## src/rtl/dro_pkg.sv

```systemverilog
// Package: shared phase encoding for the destructive-read cycle controller.
// Assumes nothing beyond a single clock domain.
package dro_pkg;

    // Phases of one memory cycle; the order is the run order of a cycle.
    typedef enum logic [2:0] {
        PH_IDLE  = 3'd0,
        PH_SETUP = 3'd1,
        PH_READ  = 3'd2,
        PH_GAP   = 3'd3,
        PH_WRITE = 3'd4,
        PH_DONE  = 3'd5
    } phase_t;

    // Phase that follows a timed phase once its tick budget is spent.
    function automatic phase_t next_timed_phase(input phase_t cur);
        case (cur)
            PH_SETUP: return PH_READ;
            PH_READ:  return PH_GAP;
            PH_GAP:   return PH_WRITE;
            PH_WRITE: return PH_DONE;
            default:  return PH_IDLE;
        endcase
    endfunction

endpackage

```

## src/rtl/dro_tick_gen.sv

```systemverilog
// Module: dro_tick_gen
// Emits a one-cycle tick every TICK_DIV clocks, so that one tick is 0.1 us.
// Assumes clr is held while idle, so that the first tick of a cycle comes
// exactly TICK_DIV clocks after acceptance.
module dro_tick_gen #(
    parameter int TICK_DIV = 4
) (
    input  logic clk,
    input  logic rst_n,
    input  logic clr,
    output logic tick
);

    localparam int CW = (TICK_DIV > 1) ? $clog2(TICK_DIV) : 1;
    localparam logic [CW-1:0] LAST = CW'(TICK_DIV - 1);

    generate
        if (TICK_DIV == 1) begin : g_every_clock
            // Every clock is a tick; clr has nothing to align.
            logic unused_clr;
            assign unused_clr = clr;
            assign tick = 1'b1;
        end else begin : g_prescale
            logic [CW-1:0] cnt_q;

            // Count clocks within the current tick and wrap at the last one.
            always_ff @(posedge clk) begin
                if (!rst_n || clr) begin
                    cnt_q <= '0;
                end else if (cnt_q == LAST) begin
                    cnt_q <= '0;
                end else begin
                    cnt_q <= cnt_q + 1'b1;
                end
            end

            assign tick = (cnt_q == LAST);
        end
    endgenerate

endmodule

```

## src/rtl/dro_phase_seq.sv

```systemverilog
// Module: dro_phase_seq
// Phase sequencer: accepts a request while idle and steps through setup,
// read, gap, write and done. Each timed phase lasts a fixed number of ticks.
// It also decodes the strobe window from the tick count within the read phase.
// Assumes STB_DELAY + STB_TICKS <= PULSE_TICKS and that all lengths are >= 1.
module dro_phase_seq
    import dro_pkg::*;
#(
    parameter int SETUP_TICKS = 1,
    parameter int PULSE_TICKS = 20,
    parameter int GAP_TICKS   = 2,
    parameter int STB_DELAY   = 3,
    parameter int STB_TICKS   = 2
) (
    input  logic   clk,
    input  logic   rst_n,
    input  logic   req_valid,
    input  logic   tick,
    output phase_t phase,
    output logic   accept,
    output logic   strobe,
    output logic   tick_clr
);

    localparam int STB_END = STB_DELAY + STB_TICKS;
    localparam int MAX_A   = (SETUP_TICKS > GAP_TICKS) ? SETUP_TICKS : GAP_TICKS;
    localparam int MAX_B   = (PULSE_TICKS > STB_END) ? PULSE_TICKS : STB_END;
    localparam int MAXT    = (MAX_A > MAX_B) ? MAX_A : MAX_B;
    localparam int TW      = $clog2(MAXT + 1);

    localparam logic [TW-1:0] SETUP_LAST = TW'(SETUP_TICKS - 1);
    localparam logic [TW-1:0] PULSE_LAST = TW'(PULSE_TICKS - 1);
    localparam logic [TW-1:0] GAP_LAST   = TW'(GAP_TICKS - 1);
    localparam logic [TW-1:0] STB_LO     = TW'(STB_DELAY);
    localparam logic [TW-1:0] STB_HI     = TW'(STB_END);

    phase_t        phase_q;
    logic [TW-1:0] tcnt_q;
    logic [TW-1:0] last_tick;
    logic          phase_end;

    // Select the index of the final tick of the current timed phase.
    always_comb begin
        case (phase_q)
            PH_SETUP:          last_tick = SETUP_LAST;
            PH_READ, PH_WRITE: last_tick = PULSE_LAST;
            PH_GAP:            last_tick = GAP_LAST;
            default:           last_tick = '0;
        endcase
    end

    assign phase_end = tick && (tcnt_q == last_tick);
    assign accept    = (phase_q == PH_IDLE) && req_valid;

    // Advance the phase and the tick count within it.
    always_ff @(posedge clk) begin
        if (!rst_n) begin
            phase_q <= PH_IDLE;
            tcnt_q  <= '0;
        end else begin
            case (phase_q)
                PH_IDLE: begin
                    tcnt_q <= '0;
                    if (req_valid) begin
                        phase_q <= PH_SETUP;
                    end
                end
                PH_SETUP, PH_READ, PH_GAP, PH_WRITE: begin
                    if (phase_end) begin
                        phase_q <= next_timed_phase(phase_q);
                        tcnt_q  <= '0;
                    end else if (tick) begin
                        tcnt_q <= tcnt_q + 1'b1;
                    end
                end
                default: begin
                    phase_q <= PH_IDLE;
                    tcnt_q  <= '0;
                end
            endcase
        end
    end

    assign phase    = phase_q;
    assign tick_clr = (phase_q == PH_IDLE);
    assign strobe   = (phase_q == PH_READ) && (tcnt_q >= STB_LO) && (tcnt_q < STB_HI);

endmodule

```

## src/rtl/dro_word_path.sv

```systemverilog
// Module: dro_word_path
// Address register, data buffer and per-plane inhibit drive. The buffer is
// loaded with the host word for a write and cleared for a read. During a read
// it ORs in the sense bits on strobe edges. Inhibit follows the zeros of the
// buffer during the write pulse.
// Assumes accept is a single-cycle pulse that occurs only while idle.
module dro_word_path #(
    parameter int ADDR_W = 15,
    parameter int PLANES = 16
) (
    input  logic              clk,
    input  logic              rst_n,
    input  logic              accept,
    input  logic              req_write,
    input  logic [ADDR_W-1:0] req_addr,
    input  logic [PLANES-1:0] req_wdata,
    input  logic              strobe,
    input  logic [PLANES-1:0] sense,
    input  logic              wr_phase,
    input  logic              line_en,
    output logic [ADDR_W-1:0] drive_addr,
    output logic [PLANES-1:0] rdata,
    output logic [PLANES-1:0] inhibit,
    output logic              op_write
);

    logic [ADDR_W-1:0] addr_q;
    logic [PLANES-1:0] buf_q;
    logic              op_write_q;

    // Latch the address and the operation kind when a request is taken.
    always_ff @(posedge clk) begin
        if (!rst_n) begin
            addr_q     <= '0;
            op_write_q <= 1'b0;
        end else if (accept) begin
            addr_q     <= req_addr;
            op_write_q <= req_write;
        end
    end

    // Data buffer: host word or cleared at accept; sense ORed in under strobe on reads.
    always_ff @(posedge clk) begin
        if (!rst_n) begin
            buf_q <= '0;
        end else if (accept) begin
            buf_q <= req_write ? req_wdata : '0;
        end else if (strobe && !op_write_q) begin
            buf_q <= buf_q | sense;
        end
    end

    // One inhibit driver per plane, live only during the write pulse.
    generate
        for (genvar p = 0; p < PLANES; p++) begin : g_plane
            assign inhibit[p] = wr_phase & ~buf_q[p];
        end
    endgenerate

    assign drive_addr = line_en ? addr_q : '0;
    assign rdata      = buf_q;
    assign op_write   = op_write_q;

endmodule

```

## src/rtl/dro_cycle_ctrl.sv

```systemverilog
// Module: dro_cycle_ctrl (top)
// Cycle controller for a destructive-readout storage array. Every request runs
// setup, read, gap, write and done. A read restores its captured word. A write
// first clears the word by reading it, then stores the host word under inhibit.
// Assumes sense is valid inside the strobe window. One tick is TICK_DIV clocks,
// which is 0.1 us.
module dro_cycle_ctrl
    import dro_pkg::*;
#(
    parameter int ADDR_W      = 15,
    parameter int PLANES      = 16,
    parameter int TICK_DIV    = 4,
    parameter int SETUP_TICKS = 1,
    parameter int PULSE_TICKS = 20,
    parameter int GAP_TICKS   = 2,
    parameter int STB_DELAY   = 3,
    parameter int STB_TICKS   = 2
) (
    input  logic              clk,
    input  logic              rst_n,
    input  logic              req_valid,
    input  logic              req_write,
    input  logic [ADDR_W-1:0] req_addr,
    input  logic [PLANES-1:0] req_wdata,
    output logic              busy,
    output logic              ack,
    output logic              rdata_valid,
    output logic [PLANES-1:0] rdata,
    input  logic [PLANES-1:0] sense,
    output logic [ADDR_W-1:0] drive_addr,
    output logic              addr_en,
    output logic              rd_drive,
    output logic              wr_drive,
    output logic              strobe,
    output logic              inh_en,
    output logic [PLANES-1:0] inhibit
);

    phase_t phase;
    logic   tick;
    logic   tick_clr;
    logic   accept;
    logic   op_write;

    dro_tick_gen #(
        .TICK_DIV(TICK_DIV)
    ) u_tick (
        .clk  (clk),
        .rst_n(rst_n),
        .clr  (tick_clr),
        .tick (tick)
    );

    dro_phase_seq #(
        .SETUP_TICKS(SETUP_TICKS),
        .PULSE_TICKS(PULSE_TICKS),
        .GAP_TICKS  (GAP_TICKS),
        .STB_DELAY  (STB_DELAY),
        .STB_TICKS  (STB_TICKS)
    ) u_seq (
        .clk      (clk),
        .rst_n    (rst_n),
        .req_valid(req_valid),
        .tick     (tick),
        .phase    (phase),
        .accept   (accept),
        .strobe   (strobe),
        .tick_clr (tick_clr)
    );

    // Drive and handshake outputs decoded straight from the phase register.
    always_comb begin
        rd_drive = (phase == PH_READ);
        wr_drive = (phase == PH_WRITE);
        addr_en  = rd_drive | wr_drive;
        inh_en   = (phase == PH_SETUP) || (phase == PH_READ) ||
                   (phase == PH_GAP)   || (phase == PH_WRITE);
        busy     = (phase != PH_IDLE);
        ack      = (phase == PH_DONE);
    end

    dro_word_path #(
        .ADDR_W(ADDR_W),
        .PLANES(PLANES)
    ) u_path (
        .clk       (clk),
        .rst_n     (rst_n),
        .accept    (accept),
        .req_write (req_write),
        .req_addr  (req_addr),
        .req_wdata (req_wdata),
        .strobe    (strobe),
        .sense     (sense),
        .wr_phase  (wr_drive),
        .line_en   (addr_en),
        .drive_addr(drive_addr),
        .rdata     (rdata),
        .inhibit   (inhibit),
        .op_write  (op_write)
    );

    assign rdata_valid = ack & ~op_write;

endmodule

```

## config.mk

```make
export PLATFORM = sky130hd
export DESIGN_NAME = dro_cycle_ctrl
export DESIGN_NICKNAME = d
export VERILOG_FILES = /design/src/rtl/dro_pkg.sv /design/src/rtl/dro_tick_gen.sv /design/src/rtl/dro_phase_seq.sv /design/src/rtl/dro_word_path.sv /design/src/rtl/dro_cycle_ctrl.sv
export SDC_FILE = /design/constraint.sdc
export NUM_CORES = 1
export LEC_CHECK = 0
export ABC_AREA = 1
export BUFFER_PORTS_ARGS = -buffer_cell sky130_fd_sc_hd__buf_2
export CORE_MARGIN = 4
export CORE_UTILIZATION = 51
export DETAILED_ROUTE_END_ITERATION = 8
export MAX_ROUTING_LAYER = met4
export PLACE_DENSITY = 0.86
export RECOVER_POWER = 100
export REMOVE_ABC_BUFFERS = 1
export SYNTH_ARGS = -nofsm -noshare
export SYNTH_HDL_FRONTEND = slang
export SYNTH_HIERARCHICAL = 1
export SYNTH_SLANG_ARGS = --single-unit
```

## constraint.sdc

```tcl
create_clock -name clk -period 2.62 [get_ports clk]
set_input_delay 0.262 -clock clk [delete_from_list [all_inputs] [get_ports clk]]
set_output_delay 0.262 -clock clk [all_outputs]
set_load 0.02 [all_outputs]
```

Word-level counts from Yosys, hierarchy flattened
Index checks and enable logic that the tools add are counted.
Widths: inputs -> output; s select.

storage, ports and cells
  output and inout bits = 55
  bits of input ports = 51
  register bits = 42

cells by class
  equality and inequality tests = 9
  $lt $le $gt $ge = 2
  add/sub/neg operators = 2
  muxes and demuxes = 9
  reductions and logical operators = 19
  bitwise logic cells = 38

operators with widths
  cell                 count
  $mux 16              3
  $not 1->1            19
  $and 1x1->1          17
  $or 16x16->16        1
  $mux 15              1
  $pmux 3 s4           1
  $pmux 5 s2           1
  $eq 3x2->1 const B   2
  $eq 3x3->1 const B   2
  $mux 3               2
  $pmux 3 s2           1
  $add 5x1->5 const B  1
  $eq 5x5->1           1
  $ge 5x2->1 const B   1
  $logic_and 1x1->1    5
  $lt 5x3->1 const B   1
  $logic_or 1x1->1     4
  $reduce_or 2->1      2
  $reduce_or 4->1      1
  $eq 3x1->1 const B   1
  $logic_not 3->1      1
  $reduce_bool 3->1    1
  $reduce_or 3->1      1
  $add 2x1->2 const B  1
  7 further kinds      8

Longest topological paths before layout
Gate-level depths: netlist of the first run.

  word-level depth = 7
  gate-level depth with buffers = 11

Cells and area by module
The synthesis of the first run kept the hierarchy.

modules (own cells, without submodules)
  module          area each (µm²)  sequential area each (µm²)  times used  cells each
  dro_word_path   1,660.3          640.6                       1           268
  dro_phase_seq   523.0            160.2                       1           78
  dro_tick_gen    81.3             40.0                        1           9
  dro_cycle_ctrl  58.8             0.0                         1           14

Worst setup path after synthesis of the first run
Ideal clock, no wire load.

  path kind = reg-to-reg
  from = register u_seq.tcnt_q[1]
  to = register u_path.buf_q[0] (netlist: u_path/rdata[0])
  library setup time = 112 ps
  data required time = 2,508 ps
  buffers on the path = 0
  slack = 677 ps
  stages on the path, launching flop included = 9
  data arrival time = 1,832 ps
  cell sequence = dfxtp_1 > ha_1 > a211oi_1 > nor3_1 > nand2_2 > nand2_2 > inv_2 > nor2_1 > nor2_1

between the ends
  longest elaborated chain between the ends = 5
  elaborated cells between the ends (all ways) = 6

RTL lines
  element                               RTL line              RTL
  start: declaration                    dro_phase_seq.sv:38   logic [TW-1:0] tcnt_q;
  start signal: assignment              dro_phase_seq.sv:73   tcnt_q <= tcnt_q + 1'b1;
  $ge 5x2->1                            dro_phase_seq.sv:86   assign strobe = (phase_q == PH_READ) && (tcnt_q >= STB_LO) && (tcnt_q < STB_HI);
  $logic_and 1x1->1                     dro_phase_seq.sv:86
  $logic_and 1x1->1 *                   dro_phase_seq.sv:86
  named net strobe                      dro_cycle_ctrl.sv:34  output logic strobe,
  $logic_and 1x1->1 *                   dro_word_path.sv:48   end else if (strobe && !op_write_q) begin
  $reduce_bool 2->1 (no source line) *  -
  end signal: assignment                dro_word_path.sv:47   buf_q <= req_write ? req_wdata : '0;
  end signal: assignment                dro_word_path.sv:49   buf_q <= buf_q | sense;
  end: declaration                      dro_word_path.sv:28   logic [PLANES-1:0] buf_q;

The timed path passes the listed nets; every way through them passes the cells marked *.
A chain may end at the register's enable or synchronous reset.

Worst setup path after layout of the first run
  from = register u_seq.phase_q[1] (netlist: u_seq/phase[1])
  to = register u_path.buf_q[0] (netlist: u_path/rdata[0])

between the ends
  elaborated cells between the ends (all ways) = 8

RTL lines
  element                                       RTL line              RTL
  start: declaration                            dro_phase_seq.sv:37   phase_t phase_q;
  start signal: assignment                      dro_phase_seq.sv:70   phase_q <= next_timed_phase(phase_q);
  $logic_not 3->1 *                             dro_phase_seq.sv:53   assign accept = (phase_q == PH_IDLE) && req_valid;
  $logic_and 1x1->1 *                           dro_phase_seq.sv:53
  named net accept                              dro_cycle_ctrl.sv:42  logic accept;
  $mux 16 or $reduce_bool 2->1 (tied branches)  -

Marks and branches as above.

==> results.cfg, run 1 <==
[run_status]
status = complete, no violations

[global_route]
grt_usage = 0.214
grt_overflow = 0
grt_pass1_vias = 2166
grt_first_pass_wirelength_mm = 9.21
antenna_found_initial = 0
grt_max_degree = 41

[yosys]
synth.area.top_cells = dfxtp_1 (36%), nor2_1 (17%), nand2_1 (12%)
synth_top_area_share = 0.362
post-synth-top-area-cell = dfxtp_1
ys_types = 26
syn_avg_cell_area_sq_um = 6.30
synth-edff-count = 0
ys_ff_latch = 42
yosys_warnings = 6
ys_seq_area_frac = 0.362
async_reset_ff_frac = 0
ys.flop_type = dfxtp_1
synth_cells = 369
synthesis.area_sq_um = 2320

[clock_tree]
cts_max_level = 2
cts_setup_buffers = 0
numCtsBuffers = 5
hold_buffers = 0
clockBufferDepth = 2
cts.sinks = 42
cts_tree = yes
path_clk_slew_ns = 0.08
insertion_delay_ns = 0.30
cts_resized = 0
cts-root-buf = clkbuf_8

[layout]
drive_above_1_share = 0.145
fill_cells = 407
diodes = 0
instances_no_fill = 520
fin_util = 0.650
area_growth_syn_to_layout_pct = 22.6
fin_nets = 520

[detailed_routing]
first_iter_violations = 173
vias = 2600
ant_nets = 0
drc = 0
routedWlPerCell_um = 11.4
finalWirelength_mm = 5.91
dr.pass1.iters = 4
via_per_inst = 5.00

[hold_path]
hold_class = primary input to flip-flop
min-delay-start = req_addr[0]
worstHoldEndpoint = u_path/addr_q[0]
hold_path_depth = 3

[critical_path]
r2r-start = u_seq/phase[1]
rr_endpoint = u_path/rdata[0]
worst-r2r-setup-slack_ns = 0.43
worstPathMaxFanout = 22
path_class = flip-flop to flip-flop
cp.arrival_ns = 2.39
ff2ff_path_depth = 8
end_kind = flip-flop
worstPathRequired_ns = 2.82
critPathLaunchType = flip-flop

[timing]
finalClockSkew_ns = 0.00374
period_share = 0.834
slew_viol_final = 0
setup_viol = 0
finalHoldViolations = 0
fmax_mhz = 458
slew_headroom = 0.607
worst_pin_slew_ns = 0.590
holdWs_ns = 0.180
fin_crit_ns = 2.19
fin_tns_setup_ns = 0
rsz0062_at_grt = false

[placement]
dp_cells = 512
dpl.hpwl_mm = 4.35
gp_congestion = 0.809
numPortBuffers = 105

[pwr]
p_per_area_nw_per_um2 = 931
vdd_drop_max_mv = 0.530
leakage_nw = 1.48

[floorplanning]
die_w_um = 75.5
row_count = 24
floorplan.initialDensity = 0.530
core-area_sq_um = 4380
die_h_um = 75.5
io_pins = 106
dieArea_sq_um = 5700

[job]
drv_cap = 0
power by group:
part / internal, W / switching (W) / total (W)
sequential: 0.000828 / 0.000164 / 0.000992
clock: 0.000218 / 0.000228 / 0.000445
combinational: 0.000388 / 0.000828 / 0.00122
stage by stage:
| step | instance area [sq um] | total power, W | worst slack, ns |
|---|---|---|---|
| after CTS | 2950 | 0.00274 | 0.562 |
| final | 2850 | 0.00265 | 0.435 |
| after global placement | 2860 | 0.00225 | 0.858 |
| after detailed placement | 2860 | 0.00228 | 0.758 |
| after global routing | 2850 | 0.00287 | 0.216 |
| after floorplan | 2250 | 0.00188 | -1.29 |
state kept, by name (all words and copies together), names as in the netlist:
name                     cells
u_path/rdata                16
u_seq/tcnt_q                 5
u_seq/phase                  3
u_path/addr_q               15
u_tick/g_prescale.cnt_q      2
u_path/op_write              1
metal layers:
metal	wire [um]	up-vias	GRT usage
met2	2910	105	0.369
met5	0	-	-
met3	509	5	0.0515
met4	59	0	0.0563
li1	-	1353	-
met1	2440	1137	0.249
synth_stat cells (2+ instances only):
cell,number
nor2_1,108
nand2_1,72
dfxtp_1,42
inv_1,32
o21ai_0,23
nand3_1,22
nand3b_1,16
buf_2,10
a21oi_1,5
clkbuf_1,5
nand2_2,5
inv_2,4
nand3_2,3
nor2_2,3
nor3_1,3
a21oi_2,2
ha_1,2
nand2_4,2
nand4_1,2
o21ai_1,2
kinds of logic (layout without fill, tap and decap cells):
family,count (synthesis),count (layout),share of synthesized area
and+or+nand+nor,237,237,0.450
buffers and inverters,52,151,0.0910
DFF,42,42,0.362
AOI/OAI and AO/OA,35,35,0.0824
adders and majority gates,2,2,0.0108
xor gates and xnor gates,1,1,0.00377
worst max-delay path by stage:
stage	start	to	slack, ns	depth (start not counted)
final	u_seq/phase[1]	u_path/rdata[0]	0.43	8
after global routing	u_seq/phase[1]	u_path/rdata[9]	0.22	8
after CTS	u_seq/phase[2]	drive_addr[12]	0.56	6
after detailed placement	u_seq/phase[1]	u_path/rdata[11]	0.76	7
after global placement	u_seq/phase[1]	u_path/rdata[4]	0.86	7
after floorplan	u_seq/phase[1]	u_path/rdata[0]	-1.29	8
layout by cell type, fill, tap and decap left out, drive strengths merged:
cell and n:
xor2 1, buf 52, nand2 79, ha 2, clkinv 1, nor2 111
nand3 25, a211oi 1, clkbuf 62, nor3 4, inv 36, a21boi 1
o2111ai 1, nand3b 16, nand4 2, o21ai 25, dfxtp 42, a21oi 7
layout make-up:
type	instances	area, sq um	area share
Clock buffer	7	86.3	0.0303
Clock inverter	1	8.76	0.00307
Inverter	36	135	0.0474
Multi-Input combinational cell	275	1240	0.436
Sequential cell	42	841	0.295
Tap cell	52	65.1	0.0228
Timing Repair Buffer	107	470	0.165
critical path, cell delays in order, from the launching register on:
cell and delay (ns):
dfxtp_1 0.41, nor2_1 0.23, clkinv_1 0.15, nor3_1 0.23, inv_1 0.33, nand2_1 0.35, inv_1 0.19, nor2_1 0.14
nor2_1 0.04
Power figures use the tool's default switching activity.
==> run 2: changes to the inputs <==
Settings changed: CORE_UTILIZATION 51 to 47, PLACE_DENSITY 0.86 to 0.8.
Clock period 2.62 ns to 2.2 ns, I/O delays scaled along.
==> run 2 against run 1 <==
Sequential cell count is the same. Clock skew grew 0.0030 ns. Design area grew 2.3%. Die area grew 7.6%. Global-route usage shrank 1.2 points.
==> results.cfg, run 2 (synthesis results as in run 1) <==
[run_status]
status = complete, no violations

[detailed_routing]
routedWlPerCell_um = 11.2
via_per_inst = 4.75
drc = 0
vias = 2547
first_iter_violations = 176
finalWirelength_mm = 6.00
dr.pass1.iters = 4
ant_nets = 0

[critical_path]
path_class = flip-flop to output pin
critPathLaunchType = flip-flop
worstPathRequired_ns = 1.98
end_kind = output pin
cp.arrival_ns = 1.78
worstPathMaxFanout = 16

[floorplanning]
floorplan.initialDensity = 0.489
core-area_sq_um = 4750
die_h_um = 78.3
row_count = 25
io_pins = 106
die_w_um = 78.3
dieArea_sq_um = 6130

[layout]
final_common_cell = nor2_1
area_growth_syn_to_layout_pct = 25.4
instances_no_fill = 536
layout_common_cells = nor2_1 (109), nand2_1 (75), buf_2 (51)
fill_cells = 507
largest_reg_flops = 16
diodes = 0
drive_above_1_share = 0.215
fin_nets = 521

[global_route]
grt_first_pass_wirelength_mm = 9.91
grt_overflow = 0
grt_pass1_vias = 2220
grt_usage = 0.202
grt_max_degree = 41
antenna_found_initial = 0

[clock_tree]
cts_tree = yes
path_clk_slew_ns = 0.08
cts-root-buf = clkbuf_8
cts.sinks = 42
cts_resized = 0
hold_buffers = 0
insertion_delay_ns = 0.29
numCtsBuffers = 5
cts_max_level = 2
cts_setup_buffers = 0
clockBufferDepth = 2

[placement]
dp_cells = 528
gp_congestion = 0.793
numPortBuffers = 105
dpl.hpwl_mm = 4.30

[pwr]
vdd_drop_max_mv = 0.490
power_w = 0.00314
leakage_nw = 1.58
p_per_area_nw_per_um2 = 1080

[timing]
worst_pin_slew_ns = 0.640
fmax_mhz = 499
finalClockSkew_ns = 0.00675
slew_headroom = 0.573
fin_crit_ns = 2.00
rsz0062_at_grt = false
slew_viol_final = 0
setup_viol = 0
finalHoldViolations = 0
period_share = 0.911

[hold_path]
hold_class = primary input to flip-flop

[job]
drv_cap = 0
run 2: cell count changes in the layout (fill, tap and decap cells not counted), moves of 2 or more:
cell and change:
clkbuf_1 -26, clkbuf_2 +26, inv_2 +2, nand2_2 +2
nor3_1 -2, nor3_2 +2
run 2: cell type report:
| class | count | area [sq um] | area share |
|---|---|---|---|
| multi-input cells | 275 | 1250 | 0.430 |
| flip-flops and latches | 42 | 841 | 0.289 |
| repair buffers | 108 | 510 | 0.175 |
| inverters | 36 | 135 | 0.0464 |
| clock buffers | 7 | 86.3 | 0.0296 |
| well taps | 67 | 83.8 | 0.0288 |
| clock inverters | 1 | 5.00 | 0.00172 |
run 2: metal layers:
layer | vias up | global-route usage | wire length [um] | share of wire
li1 | 1351 | - | - | -
met1 | 1101 | 0.241 | 2690 | 0.45
met2 | 91 | 0.346 | 2850 | 0.48
met3 | 4 | 0.0424 | 401 | 0.067
met4 | 0 | 0.0577 | 57 | 0.0095
met5 | - | - | 0 | 0
run 2: where the power goes:
group	leakage (nW)	internal (W)	total, W	switching [W]
registers	0.346	0.000986	0.00118	0.000190
logic	1.19	0.000470	0.00146	0.000985
clock network	0.0482	0.000253	0.000513	0.000259
run 2: stage by stage:
stage          area (sq um)  hold WS, ns  setup slack [ns]  TNS [ns]   util
3_3_place_gp           2880        0.407             0.484         0  0.607
6_report               2910        0.150             0.196         0  0.613
2_1_floorplan          2250        0.341             -1.71    -49.50      -
5_1_grt                2910        0.151           0.00707         0  0.613
3_5_place_dp           2880        0.413             0.462         0  0.607
4_1_cts                2980        0.143             0.179         0  0.626
run 2: final timing paths:
kind,cells after the start,slack (ns),endpoint,start
hold / removal,3,0.15,u_path/addr_q[1],req_addr[1]
setup / recovery,6,0.20,drive_addr[3],u_seq/phase[2]
hold reg to reg,1,0.42,u_tick/g_prescale.cnt_q[0],u_tick/g_prescale.cnt_q[0]
setup reg to reg,8,0.26,u_path/rdata[14],u_seq/phase[1]
run 2: critical path, cell delays in order (launching register included):
cell	delay (ns)
dfxtp_1	0.53
inv_1	0.12
nand3_1	0.12
nand2_1	0.33
nand2_1	0.17
inv_1	0.06
clkbuf_2	0.15
